==> src/rtl/uart_rxf_pkg.sv <==
package uart_rxf_pkg;
  localparam logic [7:0] FCR_KEEP = 8'hC9;
  localparam int FCR_EN  = 0;
  localparam int FCR_RXR = 1;
  localparam int FCR_TXR = 2;

  function automatic int trig_level(input logic [1:0] code);
    case (code)
      2'd0:    return 1;
      2'd1:    return 4;
      2'd2:    return 8;
      default: return 14;
    endcase
  endfunction
endpackage

==> src/rtl/uart_rxf_ctrl.sv <==
module uart_rxf_ctrl
  import uart_rxf_pkg::*;
(
  input  logic       clk_i,
  input  logic       rst_ni,
  input  logic       wr_i,
  input  logic [7:0] data_i,
  output logic [7:0] fcr_o,
  output logic       rx_clr_o,
  output logic       tx_clr_o
);
  logic [7:0] fcr_q;
  logic       change;

  // equal value is a no-op, enable flip forces both flushes
  assign change   = wr_i && (data_i != fcr_q);
  assign rx_clr_o = change && (data_i[FCR_RXR] || (data_i[FCR_EN] ^ fcr_q[FCR_EN]));
  assign tx_clr_o = change && (data_i[FCR_TXR] || (data_i[FCR_EN] ^ fcr_q[FCR_EN]));
  assign fcr_o    = fcr_q;

  always_ff @(posedge clk_i or negedge rst_ni) begin
    if (!rst_ni)     fcr_q <= '0;
    else if (change) fcr_q <= data_i & FCR_KEEP;
  end
endmodule

==> src/rtl/uart_rxf_store.sv <==
module uart_rxf_store #(
  parameter int DEPTH = 16,
  parameter int DW    = 8,
  localparam int AW   = $clog2(DEPTH)
) (
  input  logic          clk_i,
  input  logic          rst_ni,
  input  logic          clr_i,
  input  logic          push_i,
  input  logic [DW-1:0] din_i,
  input  logic          pop_i,
  output logic [DW-1:0] dout_o,
  output logic [AW:0]   count_o,
  output logic          full_o,
  output logic          wr_ok_o
);
  logic [DW-1:0] mem [DEPTH];
  logic [AW-1:0] wp_q, rp_q;
  logic [AW:0]   cnt_q;
  logic          rd_ok;

  assign full_o  = (cnt_q == (AW+1)'(DEPTH));
  assign wr_ok_o = push_i && !full_o;
  assign rd_ok   = pop_i && (cnt_q != '0);
  assign dout_o  = mem[rp_q];
  assign count_o = cnt_q;

  always_ff @(posedge clk_i) begin
    if (wr_ok_o && !clr_i) mem[wp_q] <= din_i;
  end

  always_ff @(posedge clk_i or negedge rst_ni) begin
    if (!rst_ni) begin
      wp_q <= '0; rp_q <= '0; cnt_q <= '0;
    end else if (clr_i) begin
      wp_q <= '0; rp_q <= '0; cnt_q <= '0;
    end else begin
      if (wr_ok_o) wp_q <= wp_q + 1'b1;
      if (rd_ok)   rp_q <= rp_q + 1'b1;
      case ({wr_ok_o, rd_ok})
        2'b10:   cnt_q <= cnt_q + 1'b1;
        2'b01:   cnt_q <= cnt_q - 1'b1;
        default: cnt_q <= cnt_q;
      endcase
    end
  end
endmodule

==> src/rtl/uart_rxf_timer.sv <==
module uart_rxf_timer #(
  parameter int CT_W = 16,
  localparam int TW  = CT_W + 2
) (
  input  logic            clk_i,
  input  logic            rst_ni,
  input  logic            clr_i,
  input  logic            load_i,
  input  logic [CT_W-1:0] char_time_i,
  input  logic            nonempty_i,
  input  logic            ack_i,
  output logic            timeout_o
);
  logic [TW-1:0] cnt_q;
  logic          expire;
  logic          to_q;

  assign expire    = (cnt_q == TW'(1)) && !load_i;
  assign timeout_o = to_q;

  always_ff @(posedge clk_i or negedge rst_ni) begin
    if (!rst_ni)             cnt_q <= '0;
    else if (clr_i)          cnt_q <= '0;
    else if (load_i)         cnt_q <= {char_time_i, 2'b00};
    else if (cnt_q != '0)    cnt_q <= cnt_q - 1'b1;
  end

  always_ff @(posedge clk_i or negedge rst_ni) begin
    if (!rst_ni)                  to_q <= 1'b0;
    else if (clr_i || ack_i)      to_q <= 1'b0;
    else if (expire && nonempty_i) to_q <= 1'b1;
  end
endmodule

==> src/rtl/uart_rx_fifo.sv <==
module uart_rx_fifo
  import uart_rxf_pkg::*;
#(
  parameter int DEPTH = 16,
  parameter int DW    = 8,
  parameter int CT_W  = 16,
  localparam int AW   = $clog2(DEPTH)
) (
  input  logic            clk_i,
  input  logic            rst_ni,
  input  logic            fcr_wr_i,
  input  logic [7:0]      fcr_data_i,
  input  logic            rx_valid_i,
  input  logic [DW-1:0]   rx_data_i,
  input  logic            rx_break_i,
  input  logic            rd_i,
  input  logic            lsr_rd_i,
  input  logic [CT_W-1:0] char_time_i,
  output logic [DW-1:0]   rd_data_o,
  output logic [7:0]      fcr_o,
  output logic [AW:0]     count_o,
  output logic            data_ready_o,
  output logic            overrun_o,
  output logic            break_o,
  output logic            timeout_o,
  output logic            level_o,
  output logic            tx_flush_o
);
  logic          rx_clr, tx_clr, fifo_en, rx_any;
  logic          f_push, f_pop, f_full, f_wr_ok, pop_empties, tmr_load;
  logic [DW-1:0] f_dout, rx_byte, hold_q;
  logic [AW:0]   f_cnt;
  logic          hold_dr_q, ovr_q, brk_q, txf_q;
  logic          h_rx, ovr_set;

  uart_rxf_ctrl u_ctrl (
    .clk_i, .rst_ni, .wr_i(fcr_wr_i), .data_i(fcr_data_i),
    .fcr_o, .rx_clr_o(rx_clr), .tx_clr_o(tx_clr)
  );

  assign fifo_en = fcr_o[FCR_EN];
  assign rx_any  = (rx_valid_i || rx_break_i) && !rx_clr;
  assign rx_byte = rx_break_i ? '0 : rx_data_i;
  assign f_push  = fifo_en && rx_any;
  assign f_pop   = fifo_en && rd_i && !rx_clr;
  assign h_rx    = !fifo_en && rx_any;

  uart_rxf_store #(.DEPTH(DEPTH), .DW(DW)) u_store (
    .clk_i, .rst_ni, .clr_i(rx_clr), .push_i(f_push), .din_i(rx_byte),
    .pop_i(f_pop), .dout_o(f_dout), .count_o(f_cnt), .full_o(f_full),
    .wr_ok_o(f_wr_ok)
  );

  assign pop_empties = f_pop && (f_cnt == (AW+1)'(1)) && !f_wr_ok;
  assign tmr_load    = f_push || (f_pop && (f_cnt != '0) && !pop_empties);

  uart_rxf_timer #(.CT_W(CT_W)) u_timer (
    .clk_i, .rst_ni, .clr_i(rx_clr), .load_i(tmr_load),
    .char_time_i, .nonempty_i(f_cnt != '0), .ack_i(rd_i),
    .timeout_o
  );

  assign ovr_set = (f_push && f_full) || (h_rx && hold_dr_q && !rd_i);

  always_ff @(posedge clk_i or negedge rst_ni) begin
    if (!rst_ni) begin
      hold_q <= '0; hold_dr_q <= 1'b0; ovr_q <= 1'b0; brk_q <= 1'b0; txf_q <= 1'b0;
    end else begin
      txf_q <= tx_clr;
      if (h_rx) hold_q <= rx_byte;
      if (h_rx)                     hold_dr_q <= 1'b1;
      else if (rd_i || rx_clr)      hold_dr_q <= 1'b0;
      if (ovr_set)                  ovr_q <= 1'b1;
      else if (lsr_rd_i)            ovr_q <= 1'b0;
      if (rx_any && rx_break_i)     brk_q <= 1'b1;
      else if (lsr_rd_i || rx_clr || pop_empties || (!fifo_en && rd_i)) brk_q <= 1'b0;
    end
  end

  assign count_o      = f_cnt;
  assign rd_data_o    = fifo_en ? ((f_cnt != '0) ? f_dout : '0) : hold_q;
  assign data_ready_o = fifo_en ? (f_cnt != '0) : hold_dr_q;
  assign level_o      = fifo_en ? (int'(f_cnt) >= trig_level(fcr_o[7:6])) : hold_dr_q;
  assign overrun_o    = ovr_q;
  assign break_o      = brk_q;
  assign tx_flush_o   = txf_q;
endmodule

==> config.mk <==
export PLATFORM = sky130hd
export DESIGN_NAME = uart_rx_fifo
export DESIGN_NICKNAME = d
export VERILOG_FILES = /design/src/rtl/uart_rxf_pkg.sv /design/src/rtl/uart_rxf_ctrl.sv /design/src/rtl/uart_rxf_store.sv /design/src/rtl/uart_rxf_timer.sv /design/src/rtl/uart_rx_fifo.sv
export SDC_FILE = /design/constraint.sdc
export NUM_CORES = 1
export LEC_CHECK = 0
export BUFFER_PORTS_ARGS = -buffer_cell sky130_fd_sc_hd__buf_2
export CORE_MARGIN = 3
export CORE_UTILIZATION = 25
export DETAILED_ROUTE_END_ITERATION = 7
export GPL_ROUTABILITY_DRIVEN = 0
export SLEW_MARGIN = 20
export SYNTH_ARGS = -nofsm -noshare
export SYNTH_HDL_FRONTEND = slang
export SYNTH_SLANG_ARGS = --single-unit
==> constraint.sdc <==
create_clock -name clk_i -period 2.95 [get_ports clk_i]
set_input_delay 0.295 -clock clk_i [delete_from_list [all_inputs] [get_ports clk_i]]
set_output_delay 0.295 -clock clk_i [all_outputs]
set_load 0.005 [all_outputs]
### Word level (Yosys, flattened, before mapping)

Memories as Yosys holds them, arrays and structs flattened.
Cells that the tools add are included.

| operators by class | value |
|---|---|
| $add $sub $neg | 5 |
| $mul | 0 |
| divide/modulo/power cells | 0 |
| $lt $le $gt $ge | 1 |
| eq/ne operators | 8 |
| shift operators | 0 |
| muxes and demuxes | 25 |
| bitwise logic cells | 1 |
| reductions and logical operators | 48 |

Operators by type and width:

| cell | count |
|---|---|
| $mux 18 | 3 |
| $ge 6x32->1 | 1 |
| $mux 8 | 3 |
| $logic_and 1x1->1 | 21 |
| $eq 18x1->1 const B | 1 |
| $reduce_bool 18->1 | 1 |
| $sub 18x1->18 const B | 1 |
| $mux 4 | 4 |
| $mux 1 | 12 |
| $pmux 4 s3 | 1 |
| $reduce_bool 2->1 | 6 |
| $pmux 5 s2 | 1 |
| $logic_or 1x1->1 | 9 |
| $add 4x1->4 const B | 2 |
| $ne 8x8->1 | 1 |
| $logic_not 1->1 | 7 |
| $reduce_bool 3->1 | 2 |
| $add 5x1->5 const B | 1 |
| $eq 5x1->1 const B | 1 |
| $eq 5x5->1 const B | 1 |
| $mux 5 | 1 |
| $reduce_bool 5->1 | 1 |
| $sub 5x1->5 const B | 1 |
| $eq 2x1->1 const B | 2 |
| 3 further kinds | 4 |

| word-level totals | value |
|---|---|
| bits in registers | 48 |
| latch bits | 0 |
| bits in writable memories | 128 |
| memory bits (read-only) | 0 |
| input bits | 39 |
| output and inout port bits | 27 |
| logic and storage cells | 100 |
| memories | 1 |

Memories:

| name | depth | bits a word | rd ports | clocked after memory_dff | wr ports | line | source |
|---|---|---|---|---|---|---|---|
| u_store.mem | 16 | 8 | 1 | 0 | 1 | uart_rxf_store.sv:17 | `logic [DW-1:0] mem [DEPTH];` |

### Longest topological paths before layout

| logic depth | value |
|---|---|
| depth in word-level cells | 17 |
| depth in mapped cells | 9 |
| mapped depth without buffers | 7 |

### Modules after synthesis

From an unflattened synthesis, not the netlist that was laid out.

| unflattened totals | value |
|---|---|
| cell total of the unflattened synthesis | 529 |
| area, all modules | 8023.9 sq um |

Modules (own cells, without submodules):

| module | times used | cells an instance | area an instance (sq um) |
|---|---|---|---|
| uart_rxf_store | 1 | 299 | 5789.3 |
| uart_rxf_timer | 1 | 122 | 1164.9 |
| uart_rx_fifo | 1 | 92 | 867.1 |
| uart_rxf_ctrl | 1 | 16 | 202.7 |

### Worst setup path before layout

No wires, ideal clock.

| timing | value |
|---|---|
| kind | register -> register |
| start point | register u_store.cnt_q[0] (netlist: u_store.count_o[0]) |
| end point | memory u_store.mem[0][0] (enable) |
| library setup time | 0.383 ns |
| arrival time | 2.231 ns |
| slack | 0.336 ns |
| cell stages (with the launch flop) | 9 |
| cell sequence | dfrtp_1 > inv_1 > ha_1 > and4bb_1 > a211oi_2 > buf_2 > buf_2 > nand2_1 > nor3_1 |

| between the ends | value |
|---|---|
| cells in the longest elaborated chain, start to end | 6 |

RTL lines:

| item | line | source |
|---|---|---|
| from (decl) | uart_rxf_store.sv:19 | `logic [AW:0] cnt_q;` |
| from (signal assigned) | uart_rxf_store.sv:41 | `2'b10: cnt_q <= cnt_q + 1'b1;` |
| from (signal assigned) | uart_rxf_store.sv:42 | `2'b01: cnt_q <= cnt_q - 1'b1;` |
| from (signal assigned) | uart_rxf_store.sv:43 | `default: cnt_q <= cnt_q;` |
| $eq 5x5->1 | uart_rxf_store.sv:22 | `assign full_o = (cnt_q == (AW+1)'(DEPTH));` |
| $logic_not 1->1 | uart_rxf_store.sv:23 | `assign wr_ok_o = push_i && !full_o;` |
| $logic_and 1x1->1 | uart_rxf_store.sv:23 |  |
| $logic_and 1x1->1 | uart_rxf_store.sv:29 | `if (wr_ok_o && !clr_i) mem[wp_q] <= din_i;` |
| $mux 1 | uart_rxf_store.sv:29 |  |
| $mux 1 (not written as such) | uart_rxf_store.sv:29 |  |
| to (decl) | uart_rxf_store.sv:17 |  |

No other way between the ends.

### Final worst setup path

| timing | value |
|---|---|
| start point | register u_store.rp_q[0] |
| end point | output port rd_data_o[0] |

| between the ends | value |
|---|---|
| cells in the longest elaborated chain, start to end | 3 |

RTL lines:

| item | line | source |
|---|---|---|
| from (decl) | uart_rxf_store.sv:18 | `logic [AW-1:0] wp_q, rp_q;` |
| from (signal assigned) | uart_rxf_store.sv:39 | `if (rd_ok) rp_q <= rp_q + 1'b1;` |
| $mem_v2 16x8 | -- |  |
| $mux 8 (2 in series) | uart_rx_fifo.sv:81 | `assign rd_data_o = fifo_en ? ((f_cnt != '0) ? f_dout : '0) : hold_q;` |
| to (decl) | uart_rx_fifo.sv:19 | `output logic [DW-1:0] rd_data_o,` |

No other way between the ends.

==> implementation parameters <==
Parameter                              Value

CTS
  Insertion delay to the later sink of the worst-skew pair ... 420 ps
  Buffer type at the clock tree root ... clkbuf_16
  Total number of H-tree levels ... 4
  CTS Buf Count ... 17
  Clk pin slew, worst setup/hold paths ... 70 ps
  Clock tree from TritonCTS ... built
  Clock Path Buffers ... 2
  Clock Sink Count ... 176

Routing
  Iteration-0 DRC count of the detailed router ... 280
  Remaining routing DRC violations ... 0
  Vias after detailed routing ... 4746
  Avg Vias per Cell ... 4.52
  Router iterations before antenna repair ... 5
  Count of nets left with antenna violations after detail routing ... 0
  Final WL ... 16.9 mm
  Wirelength per Cell ... 16.1 um

Floorplanning
  Starting density of the core ... 25.6%
  Std cell rows ... 64
  Horizontal extent of the die ... 184 um
  Die height ... 184 um
  Die Outline Area ... 0.0337 sq mm
  Std-Cell Core Area ... 0.0308 sq mm
  Boundary pin count ... 66

Critical path
  Buf+Inv Stages, Crit Path ... 2
  Top cell family by delay on the critical path ... compound AO/OA/AOI/OAI gates
  Peak fanout along the critical path ... 12
  Crit path cell chain ... buf_12 > mux4_2 > a22o_1 > a221oi_1 > o22ai_1 > buf_2
  Slowest-stage cell, CP ... dfrtp_4
  Critical path type ... register to output pin
  Nature of the critical path startpoint ... register
  Arrival time at the worst endpoint ... 2460 ps
  Required time at the worst-slack endpoint ... 2650 ps
  Crit end category ... output pin
  Largest stage delay on the critical path ... 520 ps

Worst hold path
  Worst hold path class ... input port to register

Synthesis
  Most used DFF post-synth ... edfxtp_1
  Area of the mapped netlist ... 0.00788 sq mm
  Distinct cells, synth ... 60
  Number of flops mapped to enable cells by yosys ... 128
  Warnings, synthesis ... 0
  Post-Synthesis Cells ... 554
  Syn avg cell area ... 14.2 sq um
  Share of async-settable or async-resettable flops after synthesis ... 27.3%
  Flops & latches, synth ... 176
  Sequential-to-total area share from yosys stat ... 64.0%

Pwr
  Net switching power of the design ... 2.36 mW
  Logic gate share of total power ... 27.4%
  Design Power ... 7.56 mW
  Switching share of power ... 31.2%
  Internal ... 5.20 mW
  Power density over cell area ... 796 mW/mm^2
  IR drop worst, VDD ... 430 uV
  Power share of the sequential group ... 41.7%
  Clock network power share ... 30.9%
  Static leakage ... 3.49 nW

Outcome
  Status ... finished, final reports clean

STA
  Final-report max-slew violation count ... 0
  Unrepaired setup endpoints after global routing ... false
  Maximum clock frequency ... 363 MHz
  Min Clock Period, post-route ... 2750 ps
  Worst slew margin relative to its limit ... 52.3%
  Slew at the pin with the worst max-slew slack ... 710 ps
  Final setup viols ... 0
  Maximum clock skew at final layout ... 9.26 ps
  Setup TNS Final ... 0 ps
  Final Cycle Share ... 93.3%
  Total count of hold-check failures in the final report ... 0

Layout
  Layout overhead on the synthesized area ... 20.5%
  Diodes inserted ... 0
  Core occupancy in the finished layout ... 30.8%
  Proportion of layout cells with a drive suffix above 1 ... 28.0%
  Total number of nets in the final design ... 694
  Most used cells in the layout excluding fill and tap cells ... edfxtp_1 (128), buf_2 (59), dfrtp_1 (47)
  Most frequent standard cell in the layout excluding fill and tap cells ... edfxtp_1

Run
  Number of maximum-capacitance constraint violations ... 0

Global routing
  Vias in the first global route ... 4868
  Global-route usage over all layers ... 10.4%
  Total congestion overflow ... 0
  Initial antenna violation count ... 0
  First-pass GRT wire length ... 27.3 mm
  Pin count of the biggest net entering global routing ... 36

Place
  Placed wire-length estimate after detailed placement ... 11.7 mm
  Quantity of I/O buffers inserted on ports ... 59
[timing repair]
action                                 CTS  global route
resized for setup                        1             1
buffers inserted                         0             8
hold buffers                             1             0
endpoints found under the hold margin   16             0
setup endpoints to repair                4             8
[worst paths after layout]
check | startpoint | endpoint | slack, ps | cells past startpoint
max in group asynchronous | rst_ni | hold_q[7]$_DFFE_PN0P_ | 1790 | 3
worst min-delay path | fcr_data_i[7] | u_ctrl.fcr_o[7]$_DFFE_PN0P_ | 80 | 3
worst min register to register | u_ctrl.fcr_o[3]$_DFFE_PN0P_ | u_ctrl.fcr_o[3]$_DFFE_PN0P_ | 510 | 1
worst max register to register | u_store.count_o[1]$_DFFE_PN0P_ | u_timer.cnt_q[12]$_DFFE_PN0P_ | 480 | 7
min in group asynchronous | rst_ni | u_store.count_o[3]$_DFFE_PN0P_ | 340 | 2
worst max-delay path | u_store.rp_q[0]$_DFFE_PN0P_ | rd_data_o[0] | 200 | 6
[power groups by stage]
stage	Clock, mW	Combinational, mW	Sequential [mW]
6_report	2.33	2.07	3.15
4_1_cts	2.37	2.03	3.17
3_5_place_dp	0	2.01	3.22
3_3_place_gp	0	1.99	3.22
2_1_floorplan	0	1.52	3.10
5_1_grt	2.48	2.32	3.19
[synth_stat cells (all sizes together), types with 2 or more instances]
| master | n | share of area [%] |
|---|---|---|
| nor3 | 17 | 1.1 |
| xnor2 | 9 | 1.0 |
| clkbuf | 18 | 0.86 |
| a31oi | 2 | 0.16 |
| o22ai | 8 | 0.63 |
| mux4 | 32 | 9.1 |
| nand2 | 44 | 2.1 |
| or4 | 2 | 0.19 |
| nor3b | 2 | 0.25 |
| nand3 | 20 | 1.3 |
| nor4b | 2 | 0.41 |
| nor2 | 36 | 1.7 |
| a211o | 2 | 0.33 |
| o211ai | 2 | 0.19 |
| xor2 | 10 | 1.1 |
| nand4b | 3 | 0.33 |
| inv | 18 | 0.86 |
| a22o | 9 | 1.0 |
| a221oi | 9 | 1.0 |
| a211oi | 2 | 0.25 |
| o21ai | 18 | 1.1 |
| and2 | 2 | 0.19 |
| nor2b | 11 | 0.87 |
| buf | 18 | 1.4 |
| nand2b | 7 | 0.65 |
| a22oi | 2 | 0.19 |
| ha | 15 | 2.4 |
| nand4 | 4 | 0.32 |
| mux2 | 2 | 0.29 |
| o21a | 2 | 0.19 |
| dfrtp | 48 | 15 |
| a21oi | 25 | 1.7 |
| nor4 | 8 | 0.83 |
| o31ai | 2 | 0.19 |
| mux2i | 4 | 0.51 |
| or3 | 2 | 0.16 |
| edfxtp | 128 | 49 |
[metrics by stage]
step	setup slack [ps]	cells	area, sq um	hold slack [ps]
after floorplan	336	557	7890	-0.591
after detailed placement	448	1008	8790	285
final	197	1049	9500	76.4
after CTS	49.3	1041	9420	57.9
after global routing	15.3	1049	9500	67.0
after global placement	443	1008	8790	271
[registers in the layout, indices dropped and copies added (netlist names)]
| name | cells |
|---|---|
| u_store.wp_q | 4 |
| u_timer.timeout_o | 1 |
| u_timer.cnt_q | 18 |
| tx_flush_o | 1 |
| u_ctrl.fcr_o | 4 |
| hold_q | 8 |
| hold_dr_q | 1 |
| u_store.mem | 128 |
| u_store.rp_q | 4 |
| u_store.count_o | 5 |
| break_o | 1 |
| overrun_o | 1 |
[cell type report]
| type | count | area (sq um) |
|---|---|---|
| Timing Repair Buffer | 100 | 643 |
| Tap cell | 396 | 495 |
| Multi-Input combinational cell | 327 | 2620 |
| Fill cell | 3033 | 21300 |
| Inverter | 18 | 67.6 |
| Clock buffer | 17 | 425 |
| Sequential cell | 176 | 5050 |
| Clock inverter | 15 | 191 |
[cell families (layout without fill, tap and decap cells)]
group | after synthesis | after routing | share of synthesized area, %
AND/OR/NAND/NOR | 163 | 163 | 10.8
AO/OA/AOI/OAI | 88 | 88 | 7.57
adder cells (fa/ha/maj) | 15 | 15 | 2.38
multiplexers | 38 | 38 | 9.94
other | 1 | 4 | 0.0476
buffers and inverters | 54 | 150 | 3.11
flip-flops | 176 | 176 | 64.0
XOR/XNOR | 19 | 19 | 2.11
[layer usage]
metal	wire, um	GRT usage, %	vias up
met5	0	0	-
met4	218	3.08	0
met3	676	2.33	14
li1	-	-	2266
met1	7680	13.8	2374
met2	8340	17.1	92
[worst min-delay path, cell delays in order]
cell	delay [ps]
buf_2	70
nand2_1	30
o21ai_0	60
No activity file was read; power rests on OpenSTA's default activity.
